[src/rtl/thermsense_pkg.sv]
package thermsense_pkg;

    localparam int CODE_W = 12;
    localparam int DATA_W = 32;

    // byte offsets of the register slots
    localparam int OFF_MODE   = 'h00;
    localparam int OFF_START  = 'h04;
    localparam int OFF_RESULT = 'h0C;
    localparam int OFF_STATUS = 'h10;
    localparam int OFF_TRIM0  = 'h18;
    localparam int OFF_TRIM1  = 'h1C;

    localparam int SETTLE_US   = 60;
    localparam int INTERVAL_US = 20;

    typedef logic [CODE_W-1:0] code_t;

    // bit 0 sensor enable, bit 1 ADC enable
    typedef struct packed {
        logic adc_en;
        logic sense_en;
    } mode_t;

    typedef enum logic [1:0] {
        PH_OFF     = 2'd0,
        PH_WARMING = 2'd1,
        PH_READY   = 2'd2
    } phase_e;

    function automatic int unsigned us_to_cycles(input int unsigned clk_hz,
                                                 input int unsigned us);
        int unsigned c;
        c = (clk_hz / 1000000) * us;
        return (c < 2) ? 2 : c;
    endfunction

    function automatic logic [DATA_W-1:0] trim_view(input logic [DATA_W-1:0] w);
        return {w[31], 19'b0, w[CODE_W-1:0]};
    endfunction

endpackage

[src/rtl/tsc_mode_reg.sv]
module tsc_mode_reg
    import thermsense_pkg::*;
(
    input  logic       clk,
    input  logic       rst,
    input  logic       we,
    input  logic [1:0] wbits,
    output mode_t      mode
);
    always_ff @(posedge clk) begin
        if (rst) begin
            mode <= '0;
        end else if (we) begin
            mode <= mode_t'(wbits);
        end
    end
endmodule

[src/rtl/tsc_settle.sv]
module tsc_settle
    import thermsense_pkg::*;
#(
    parameter int SETTLE_CYC = 60
) (
    input  logic   clk,
    input  logic   rst,
    input  logic   normal,
    output logic   ready,
    output phase_e phase
);
    localparam int CW = (SETTLE_CYC > 2) ? $clog2(SETTLE_CYC) : 1;
    localparam logic [CW-1:0] LAST = CW'(SETTLE_CYC - 1);

    logic [CW-1:0] cnt;

    always_ff @(posedge clk) begin
        if (rst || !normal) begin
            cnt <= '0;
        end else if (cnt != LAST) begin
            cnt <= cnt + 1'b1;
        end
    end

    always_comb begin
        if (!normal)          phase = PH_OFF;
        else if (cnt == LAST) phase = PH_READY;
        else                  phase = PH_WARMING;
    end

    assign ready = (phase == PH_READY);
endmodule

[src/rtl/tsc_conv.sv]
module tsc_conv
    import thermsense_pkg::*;
#(
    parameter int INTERVAL_CYC = 20
) (
    input  logic  clk,
    input  logic  rst,
    input  logic  normal,
    input  logic  ready,
    input  logic  start_we,
    input  logic  start_bit,
    input  code_t adc_code,
    output logic  active,
    output logic  tick,
    output code_t result
);
    localparam int CW = (INTERVAL_CYC > 2) ? $clog2(INTERVAL_CYC) : 1;
    localparam logic [CW-1:0] LAST = CW'(INTERVAL_CYC - 1);

    logic          running;
    logic [CW-1:0] iv_cnt;
    logic          go;

    assign go     = start_we && start_bit && ready;
    assign active = running && normal;
    assign tick   = active && (iv_cnt == LAST);

    always_ff @(posedge clk) begin
        if (rst || !normal) begin
            running <= 1'b0;
        end else if (go) begin
            running <= 1'b1;
        end else if (start_we && !start_bit) begin
            running <= 1'b0;
        end
    end

    always_ff @(posedge clk) begin
        if (rst || go || !active) begin
            iv_cnt <= '0;
        end else if (iv_cnt == LAST) begin
            iv_cnt <= '0;
        end else begin
            iv_cnt <= iv_cnt + 1'b1;
        end
    end

    always_ff @(posedge clk) begin
        if (rst) begin
            result <= '0;
        end else if (tick) begin
            result <= adc_code;
        end
    end
endmodule

[src/rtl/tsc_readmux.sv]
module tsc_readmux
    import thermsense_pkg::*;
#(
    parameter int ADDR_W = 8
) (
    input  logic [ADDR_W-1:0] addr,
    input  mode_t             mode,
    input  logic              active,
    input  code_t             result,
    input  logic [DATA_W-1:0] trim0,
    input  logic [DATA_W-1:0] trim1,
    output logic [DATA_W-1:0] rdata
);
    always_comb begin
        rdata = '0;
        case (addr)
            ADDR_W'(OFF_MODE):   rdata[1:0]        = mode;
            ADDR_W'(OFF_START):  rdata[0]          = active;
            ADDR_W'(OFF_RESULT): rdata[CODE_W-1:0] = result;
            ADDR_W'(OFF_STATUS): rdata[0]          = active;
            ADDR_W'(OFF_TRIM0):  rdata             = trim_view(trim0);
            ADDR_W'(OFF_TRIM1):  rdata             = trim_view(trim1);
            default:             rdata             = '0;
        endcase
    end
endmodule

[src/rtl/thermsense_ctrl.sv]
module thermsense_ctrl
    import thermsense_pkg::*;
#(
    parameter int CLK_HZ = 100000000,
    parameter int ADDR_W = 8
) (
    input  logic              clk,
    input  logic              rst,
    input  logic [ADDR_W-1:0] bus_addr,
    input  logic              bus_we,
    input  logic [31:0]       bus_wdata,
    output logic [31:0]       bus_rdata,
    input  logic [11:0]       adc_code,
    input  logic [31:0]       trim0_word,
    input  logic [31:0]       trim1_word
);
    localparam int SETTLE_CYC   = int'(us_to_cycles(CLK_HZ, SETTLE_US));
    localparam int INTERVAL_CYC = int'(us_to_cycles(CLK_HZ, INTERVAL_US));

    mode_t  mode;
    phase_e phase;
    logic   normal, ready, active, tick;
    logic   mode_we, start_we;
    code_t  result;
    logic   pins_unused;

    assign mode_we     = bus_we && (bus_addr == ADDR_W'(OFF_MODE));
    assign start_we    = bus_we && (bus_addr == ADDR_W'(OFF_START));
    assign normal      = mode.sense_en && mode.adc_en;
    assign pins_unused = ^{bus_wdata[31:2], trim0_word[30:12], trim1_word[30:12], phase};

    tsc_mode_reg u_mode (
        .clk   (clk),
        .rst   (rst),
        .we    (mode_we),
        .wbits (bus_wdata[1:0]),
        .mode  (mode)
    );

    tsc_settle #(.SETTLE_CYC(SETTLE_CYC)) u_settle (
        .clk    (clk),
        .rst    (rst),
        .normal (normal),
        .ready  (ready),
        .phase  (phase)
    );

    tsc_conv #(.INTERVAL_CYC(INTERVAL_CYC)) u_conv (
        .clk       (clk),
        .rst       (rst),
        .normal    (normal),
        .ready     (ready),
        .start_we  (start_we),
        .start_bit (bus_wdata[0]),
        .adc_code  (adc_code),
        .active    (active),
        .tick      (tick),
        .result    (result)
    );

    tsc_readmux #(.ADDR_W(ADDR_W)) u_rmux (
        .addr   (bus_addr),
        .mode   (mode),
        .active (active),
        .result (result),
        .trim0  (trim0_word),
        .trim1  (trim1_word),
        .rdata  (bus_rdata)
    );
endmodule

[config.mk]
export PLATFORM = sky130hd
export DESIGN_NAME = thermsense_ctrl
export DESIGN_NICKNAME = d
export VERILOG_FILES = /design/src/rtl/thermsense_pkg.sv /design/src/rtl/tsc_mode_reg.sv /design/src/rtl/tsc_settle.sv /design/src/rtl/tsc_conv.sv /design/src/rtl/tsc_readmux.sv /design/src/rtl/thermsense_ctrl.sv
export SDC_FILE = /design/constraint.sdc
export NUM_CORES = 1
export LEC_CHECK = 0
export ABC_AREA = 1
export BUFFER_PORTS_ARGS = -buffer_cell sky130_fd_sc_hd__buf_2
export CAP_MARGIN = 30
export CORE_MARGIN = 2
export CORE_UTILIZATION = 39
export CTS_CLUSTER_SIZE = 25
export DETAILED_ROUTE_END_ITERATION = 8
export PLACE_DENSITY = 0.77
export SYNTH_ARGS = -nofsm -noshare
export SYNTH_HDL_FRONTEND = slang
export SYNTH_SLANG_ARGS = --single-unit
export TNS_END_PERCENT = 10
[constraint.sdc]
create_clock -name clk -period 1.6 [get_ports clk]
set_clock_uncertainty 0.1 [all_clocks]
set_input_delay 0.32 -clock clk [delete_from_list [all_inputs] [get_ports clk]]
set_output_delay 0.32 -clock clk [all_outputs]
set_load 0.005 [all_outputs]
# After elaboration in Yosys (flattened, before gate mapping)
# Index checks and enable logic that the tools add are counted.
totals:
  ff_bits: 39
  in_bits: 119
  output_inout_bits: 32
  elab_cells: 43
op_classes:
  n_eq_ne: 9
  n_reduce_logical: 18
  add_sub_neg: 2
  muxes: 8
ops:
  columns: ["op", "n"]
  rows:
  - ["20-bit case mux with 2 select lines", 1]
  - ["10-bit case mux with 3 select lines", 1]
  - ["8-bit by 5-bit equality test with 1-bit output (second input constant)", 3]
  - ["13-bit by 1-bit adder with 13-bit output (second input constant)", 1]
  - ["13-bit equality test (second input constant)", 1]
  - ["13-bit != test (second input constant)", 1]
  - ["11-bit by 1-bit adder with 11-bit output (second input constant)", 1]
  - ["11-bit equality test (second input constant)", 1]
  - ["8-bit by 3-bit equality test with 1-bit output (second input constant)", 1]
  - ["8-bit by 4-bit equality test with 1-bit output (second input constant)", 1]
  - ["1-bit logical AND", 8]
  - ["8-bit zero test", 1]
  - ["1-bit case mux with 5 select lines", 1]
  - ["2-bit two-way mux", 2]
  - ["1-bit case mux with 4 select lines", 1]
  - ["2-bit OR reduction", 2]
  - ["1-bit zero test", 3]
  - ["1-bit logical OR", 3]
  - ["2-bit equality test (second input constant)", 1]
  - ["1-bit two-way mux", 2]
  - ["2-bit nonzero test", 1]

# Longest topological paths before layout
# Gate-level depths: netlist of run 1.
logic_depth:
  depth_word: 8
  ltp_mapped: 10
  mapped_depth_nobuf: 9

# Hierarchy
# A second synthesis of run 1 with hierarchy kept.
unflattened:
  cells_unflattened: 417
  hier_area_um2: 2721.4
by_module_without_submodules:
  columns: ["module", "instances", "cells_per_inst", "area_per_inst_um2", "seq_area_each_um2"]
  rows:
  - ["tsc_conv", 1, 159, 1088.5, 480.5]
  - ["tsc_settle", 1, 123, 774.5, 260.2]
  - ["tsc_readmux", 1, 109, 714.4, 0.0]
  - ["tsc_mode_reg", 1, 13, 81.3, 40.0]
  - ["thermsense_ctrl", 1, 13, 62.6, 0.0]

# Worst setup path after synthesis of run 1
# Ideal clock, no wire load.
synth_path:
  path_kind: "register to register"
  start: "register u_settle.cnt[0]"
  end: "register u_conv.iv_cnt[2]"
  path_buffers: 1
  stages_incl_launch_ff: 10
  setup_ns: 0.116
  slack_ns: 0.064
  arrival_time_ns: 1.320
  t_required_ns: 1.384
  synth_period_minus_slack_ns: 1.536
  cell_sequence: "dfxtp_1 > ha_1 > nand3_2 > inv_1 > nand2_1 > nor2_1 > nand3_1 > nand2_1 > buf_4 > nor2_1"
synth_between:
  elab_chain_cells: 8
synth_lines:
  columns: ["item", "line", "text"]
  rows:
  - ["start: declaration", "tsc_settle.sv:15", "logic [CW-1:0] cnt;"]
  - ["start signal: assignment", "tsc_settle.sv:21", "cnt <= cnt + 1'b1;"]
  - ["13-bit equality test", "tsc_settle.sv:27", "else if (cnt == LAST) phase = PH_READY;"]
  - ["2-bit two-way mux", "tsc_settle.sv:27", null]
  - ["2-bit two-way mux", "tsc_settle.sv:26", "if (!normal) phase = PH_OFF;"]
  - ["2-bit equality test", "tsc_settle.sv:31", "assign ready = (phase == PH_READY);"]
  - ["1-bit logical AND", "tsc_conv.sv:24", "assign go = start_we && start_bit && ready;"]
  - ["1-bit logical OR (2 in series)", "tsc_conv.sv:39", "if (rst || go || !active) begin"]
  - ["2-bit OR reduction (no source line)", null, null]
  - ["end signal: assignment", "tsc_conv.sv:44", "iv_cnt <= iv_cnt + 1'b1;"]
  - ["end: declaration", "tsc_conv.sv:21", "logic [CW-1:0] iv_cnt;"]
# Every way passes these cells.
# A chain may end at the register's enable or synchronous reset.

# Worst setup path after layout of run 1
layout_path:
  start: "input bus_addr[6]"
  end: "output bus_rdata[2]"
layout_between:
  elab_chain_cells: 2
  elab_cells_between_ends: 4
  classes_between: "eq/ne (3); mux (1)"
layout_lines:
  columns: ["item", "line", "text"]
  rows:
  - ["start: declaration", "thermsense_ctrl.sv:9", "input logic [ADDR_W-1:0] bus_addr,"]
  - ["8-bit by 5-bit equality test with 1-bit output / 8-bit by 4-bit equality test with 1-bit output (equally long branches)", "tsc_readmux.sv:16", "case (addr)"]
  - ["10-bit case mux with 3 select lines *", "tsc_readmux.sv:16", null]
  - ["end: declaration", "thermsense_ctrl.sv:12", "output logic [31:0] bus_rdata,"]
# Mark *: on every way between the ends. The rest lies on a longest branch, timed or not.

==> results of run 1 <==
layout make-up:
| cell class | count | area share, % |
|---|---|---|
| Clock buffer | 5 | 2.130 |
| Clock inverter | 3 | 0.6197 |
| Inverter | 76 | 8.830 |
| Multi-Input combinational cell | 279 | 43.73 |
| Sequential cell | 39 | 24.28 |
| Tap cell | 75 | 2.905 |
| Timing Repair Buffer | 89 | 17.51 |
flip-flops by register name, indices dropped and copies added, names as in the netlist:
signal          cells
u_conv.running      1
u_conv.iv_cnt      11
u_conv.result      12
u_mode.mode         2
u_settle.cnt       13
worst register-to-register path, cell delays in order, from the launching register on:
cell     delay, ns
dfxtp_2       0.37
ha_4          0.15
nand2_1       0.06
nor2_2        0.12
nand2_2       0.11
nor2_4        0.19
nand3_4       0.17
nand2_1       0.10
inv_1         0.04
nor2_1        0.09
synth_stat cells, drive strengths merged, types with 2 or more instances:
| master | n |
|---|---|
| ha | 2 |
| inv | 76 |
| nand3 | 32 |
| dfxtp | 39 |
| clkbuf | 3 |
| nand4 | 15 |
| nand2 | 112 |
| o21ai | 4 |
| a21oi | 8 |
| xor2 | 7 |
| buf | 26 |
| nor2 | 61 |
| nor3 | 11 |
| xnor2 | 4 |
cells by family (layout without fill, tap and decap cells):
group | Yosys count | in the layout
AOI/OAI and AO/OA | 12 | 12
buffers and inverters | 105 | 173
DFF | 39 | 39
xor gates and xnor gates | 11 | 11
adders and majority gates | 2 | 2
and+or+nand+nor | 235 | 235
other | 1 | 19
power breakdown:
group | internal, W | switching, W
Sequential | 0.000970 | 0.0000000758
Combinational | 0.0000756 | 0.0000824
Clock | 0.000303 | 0.000363
Total | 0.00135 | 0.000445
final timing paths:
| check | startpoint | to | slack (ns) | depth (start not counted) |
|---|---|---|---|---|
| worst max-delay path | bus_addr[6] | bus_rdata[2] | -0.13 | 8 |
| worst min-delay path | bus_wdata[1] | u_mode.mode[1]$_SDFFE_PP0P_ | 0.18 | 3 |
| worst max register to register | u_conv.iv_cnt[0]$_SDFF_PP0_ | u_conv.result[10]$_SDFFE_PP0P_ | 0.05 | 9 |
| worst min register to register | u_conv.iv_cnt[0]$_SDFF_PP0_ | u_conv.iv_cnt[0]$_SDFF_PP0_ | 0.35 | 1 |
metal layers:
metal / up-vias / track usage, % / part of all wire (%)
li1: 1357 / - / -
met1: 1087 / 18.44 / 44
met2: 66 / 28.96 / 50
met3: 6 / 3.579 / 4.8
met4: 0 / 5.216 / 0.78
met5: - / 0 / 0
through the flow:
stage          TNS [ns]  instance area, um^2  utilization [%]
6_report         -1.335                 3231            53.93
5_1_grt          -3.373                 3231            53.93
2_1_floorplan         0                 2526                -
3_5_place_dp     -2.713                 2929            48.89
3_3_place_gp     -2.541                 2929            48.89
4_1_cts          -1.522                 3132            52.28
timing repair:
action | CTS | global route
buffers inserted | 1 | 1
gates resized for setup | 26 | 24
pin swaps | 6 | 11
endpoints found under the setup margin | 25 | 39
hold endpoints to repair | 0 | 0
cloned | 2 | 0
==> results.toml, run 1 <==
[floorplanning]
rows = 28
fp.coreArea_um2 = 5991
die_y_um = 83.40
initial_core_util_pct = 41.04
fp.dieW_um = 83.40
die_area_um2 = 6956
ios = 151

[clock_tree]
root_buffer = "clkbuf_8"
cts_hold_buf = 0
cts_buffer_depth = 2
cts_tree = "built"
insertion_delay_ns = 0.30
cts_made_buffers = 5
htree_levels = 2
clk_pin_slew_worst_paths_ns = 0.08
clock-sinks = 39

[yosys]
synth_cell_types = 27
muxShareOfSynthArea_pct = 0
synth_cells = 405
syn_area_um2 = 2459
yosys-top-cells-area = "dfxtp_1 32%, nand2_1 17%, inv_1 11%, nor2_1 8.9%, buf_4 6.1%"
yosysTopAreaCellShare_pct = 31.76
synth_edf_count = 0
synth_top_family_by_area = "simple AND/OR/NAND/NOR gates"
ys_warn_count = 0
synth_fa_ha_area_share_pct = 1.018
synth_simple_gate_area_share_pct = 41.12
synth-seq-area-share_pct = 31.76
async_flop_share_pct = 0
syn_area_per_cell_um2 = 6.071
synth_compound_area_share_pct = 2.443
synth_seq_cells = 39
synthXorXnorAreaFrac_pct = 3.919
synthFlopType = "dfxtp_1"
yosys.area.top_type = "dfxtp_1"

[drt]
drtIter0Drc = 75
vias = 2516
remaining_drc_errors = 0
wirelength_um = 5613
avgViaCountPerCell = 4.445
ant_nets = 0
wl_per_cell_um = 9.917
drt_pass1_iterations = 4

[worst_setup_path]
worst-path-max-fanout = 5
slowest_delay_ns = 0.23
cp.arrival_ns = 1.31
critPathKind = "in2out"
path_buf_inv = 3
critical_path.endpoint_type = "output port"
cp-start-kind = "input port"
crit_slowest_cell = "nor3_4"
cp_cell_sequence = "buf_8 > nor2_4 > nand3_4 > nor3_4 > buf_4 > nand2_1 > nand3_1 > buf_2"
critPathTopFamily = "simple AND/OR/NAND/NOR gates"
crit_required_ns = 1.18

[pwr]
power_per_cell_area_nw_per_um2 = 555.3
power_w = 0.001794
vdd_drop_max_mv = 0.3016
leakage_nw = 1.524

[global_route]
grt_max_degree = 15
grt_antenna_before_repair = 0
grt_usage_pct = 15.97
grt_pass1_vias = 2358
grt_pass1_wl_um = 9446
grt_overflow_total = 0

[layout]
multi_input_area_um2 = 1413
layout.nets = 611
drive_above_1_share_pct = 27.09
final_cell_mix = "106 x nand2_1, 72 x inv_1, 60 x buf_2"
finalNonFillerCells = 566
regArea_um2 = 784.5
syn2layout_area_growth_pct = 31.40
num_antenna_cells = 0
layout_commonest_cell = "nand2_1"
n_fill_cell = 592

[placed_design]
post-dp-hpwl_um = 4099
gp_congestion = 0.8161
pre_cts_ws_ns = -0.1756
port_buffers = 63
place_inst = 554

[timing]
post-route-period-util_pct = 108.0
finalSetupViolations = 13
finalHoldViolCount = 0
fin_hold_ws_ns = 0.1782
rsz0062_at_grt = "true"
final.min_clock_period_ns = 1.729
fmax_ghz = 0.5785
setup_ws_ns = -0.1286
drv_slew = 0

[job]
maxCapViolCount = 0

[status]
violations = "negative setup slack"
status = "finished, violations left"

[worst_hold_path]
hold_class = "in2reg"
No activity file was read; power rests on OpenSTA's default activity.
==> inputs of run 2 (changes only) <==
Settings changed: CORE_UTILIZATION 39 to 41, GPL_ROUTABILITY_DRIVEN set to 1, PLACE_DENSITY 0.77 to 0.78, SYNTH_HIERARCHICAL set to 1.
==> results.toml, run 2 <==
[status]
status = "finished, violations left"
violations = "negative setup slack"

[timing]
drv_slew = 0
fmax_ghz = 0.6047
fin_tns_setup_ns = -0.6150
finalHoldViolCount = 0
final.min_clock_period_ns = 1.654
setup_ws_ns = -0.05381
rsz0062_at_grt = "true"
post-route-period-util_pct = 103.4
finalSetupViolations = 20
fin_hold_ws_ns = 0.1479

[layout]
largest_reg_flops = 13
top_register = "u_settle/cnt"
layout_commonest_cell = "nand2_1"
reg.largest.list = "u_settle/cnt (13), u_conv/result (12), u_conv/iv_cnt (11)"
drive_above_1_share_pct = 36.52
syn2layout_area_growth_pct = 33.75
layout.nets = 643
final_cell_mix = "87 x nand2_1, 69 x nor2_1, 57 x buf_2"
num_antenna_cells = 0

[worst_setup_path]
cp.arrival_ns = 1.73
crit_required_ns = 1.67
cp-start-kind = "flop"
critical_path.endpoint_type = "flop"
worst-path-max-fanout = 5
critPathKind = "reg2reg"

[clock_tree]
cts_hold_buf = 0
htree_levels = 2
cts_tree = "built"
cts_buffer_depth = 2
root_buffer = "clkbuf_8"
cts_made_buffers = 5
insertion_delay_ns = 0.29
clk_pin_slew_worst_paths_ns = 0.07
clock-sinks = 39

[global_route]
grt_antenna_before_repair = 0
grt_pass1_wl_um = 10410
grt_overflow_total = 0
grt_max_degree = 16
grt_pass1_vias = 2661
grt_usage_pct = 17.03

[pwr]
pwr-share-seq_pct = 54.1
p_switching_w = 0.0004257
power_per_cell_area_nw_per_um2 = 495.9
vdd_drop_max_mv = 0.3080
intPower_w = 0.001367
power_w = 0.001793
leakage_nw = 1.818
power_switching_share_pct = 23.75
p_comb_share_pct = 10.5
p_clk_share_pct = 35.4

[yosys]
synth_cells = 413
ys_warn_count = 6
syn_area_um2 = 2703
syn_area_per_cell_um2 = 6.544

[job]
maxCapViolCount = 0

[worst_hold_path]
hold_class = "in2reg"

[floorplanning]
initial_core_util_pct = 42.56
rows = 29
ios = 151
die_y_um = 85.19
die_area_um2 = 7257
fp.coreArea_um2 = 6350
fp.dieW_um = 85.19

[drt]
avgViaCountPerCell = 4.697
wirelength_um = 6238
vias = 2818
wl_per_cell_um = 10.40
drtIter0Drc = 170
remaining_drc_errors = 0
drt_pass1_iterations = 5
ant_nets = 0

[placed_design]
post-dp-hpwl_um = 4738
gp_congestion = 0.8577
port_buffers = 63
==> run 2: changes by cell type in the layout (fill, tap and decap cells not counted), sizes merged, moves of 5 or more <==
cell and change:
nand3 +27, nand4 -10, xor2 -5, buf +21
inv -20, nor2 +24
==> run 2: power groups by stage <==
| stage | Combinational [W] | Sequential (W) | Clock [W] |
|---|---|---|---|
| 3_3_place_gp | 0.000159 | 0.000993 | 0 |
| 6_report | 0.000188 | 0.000970 | 0.000635 |
| 5_1_grt | 0.000207 | 0.000970 | 0.000698 |
| 3_5_place_dp | 0.000162 | 0.000993 | 0 |
| 4_1_cts | 0.000180 | 0.000970 | 0.000653 |
| 2_1_floorplan | 0.0000895 | 0.000993 | 0 |
==> run 2: final cells by class <==
type / count / area, um^2
Clock inverter: 1 / 5.005
Clock buffer: 7 / 76.32
Timing Repair Buffer: 110 / 759.5
Fill cell: 575 / 2735
Inverter: 56 / 215.2
Multi-Input combinational cell: 310 / 1677
Sequential cell: 39 / 785.8
Tap cell: 77 / 96.34
==> run 2: repair_timing <==
| item | 4_1_cts | 5_1_grt |
|---|---|---|
| pin swaps | 12 | 5 |
| cloned | 1 | 0 |
| endpoints found under the setup margin | 24 | 25 |
| setup buffers | 4 | 1 |
| resized for setup | 28 | 13 |
==> run 2: stage by stage <==
stage | cell area, um^2 | util, % | instances | setup slack (ns)
2_1_floorplan | 2793 | - | 431 | -0.007347
3_3_place_gp | 3366 | 53.00 | 586 | -0.06930
3_5_place_dp | 3366 | 53.00 | 586 | -0.1313
4_1_cts | 3562 | 56.10 | 599 | -0.06743
5_1_grt | 3615 | 56.93 | 600 | -0.1841
6_report | 3615 | 56.93 | 600 | -0.05381
==> run 2: path summary, 6_finish.rpt <==
check / from / to / slack (ns) / depth (start not counted)
worst max register to register: u_settle/cnt[0]$_SDFFE_PP0P_ / u_conv/iv_cnt[3]$_SDFF_PP0_ / -0.05 / 10
worst max-delay path: u_settle/cnt[0]$_SDFFE_PP0P_ / u_conv/iv_cnt[3]$_SDFF_PP0_ / -0.05 / 10
worst min-delay path: adc_code[3] / u_conv/result[3]$_SDFFE_PP0P_ / 0.15 / 3
worst min register to register: u_conv/iv_cnt[0]$_SDFF_PP0_ / u_conv/iv_cnt[0]$_SDFF_PP0_ / 0.35 / 1
==> run 2: critical path: stages, from the launching register on <==
cell	delay [ns]
dfxtp_2	0.36
ha_4	0.15
nand3_4	0.09
nor2_4	0.10
nand4_1	0.11
nor2_1	0.16
nand2_1	0.08
o21ai_2	0.16
nor2_4	0.08
nand2_4	0.10
nor2_1	0.06
==> run 2: routing by layer <==
| layer | wire length, um | part of all wire [%] | vias to the layer above | global-route usage [%] |
|---|---|---|---|---|
| met5 | 0 | 0 | - | 0 |
| met4 | 87 | 1.4 | 0 | 5.628 |
| met3 | 441 | 7.1 | 10 | 3.599 |
| met2 | 3125 | 50 | 105 | 32.32 |
| met1 | 2584 | 41 | 1240 | 18.59 |
| li1 | - | - | 1463 | - |
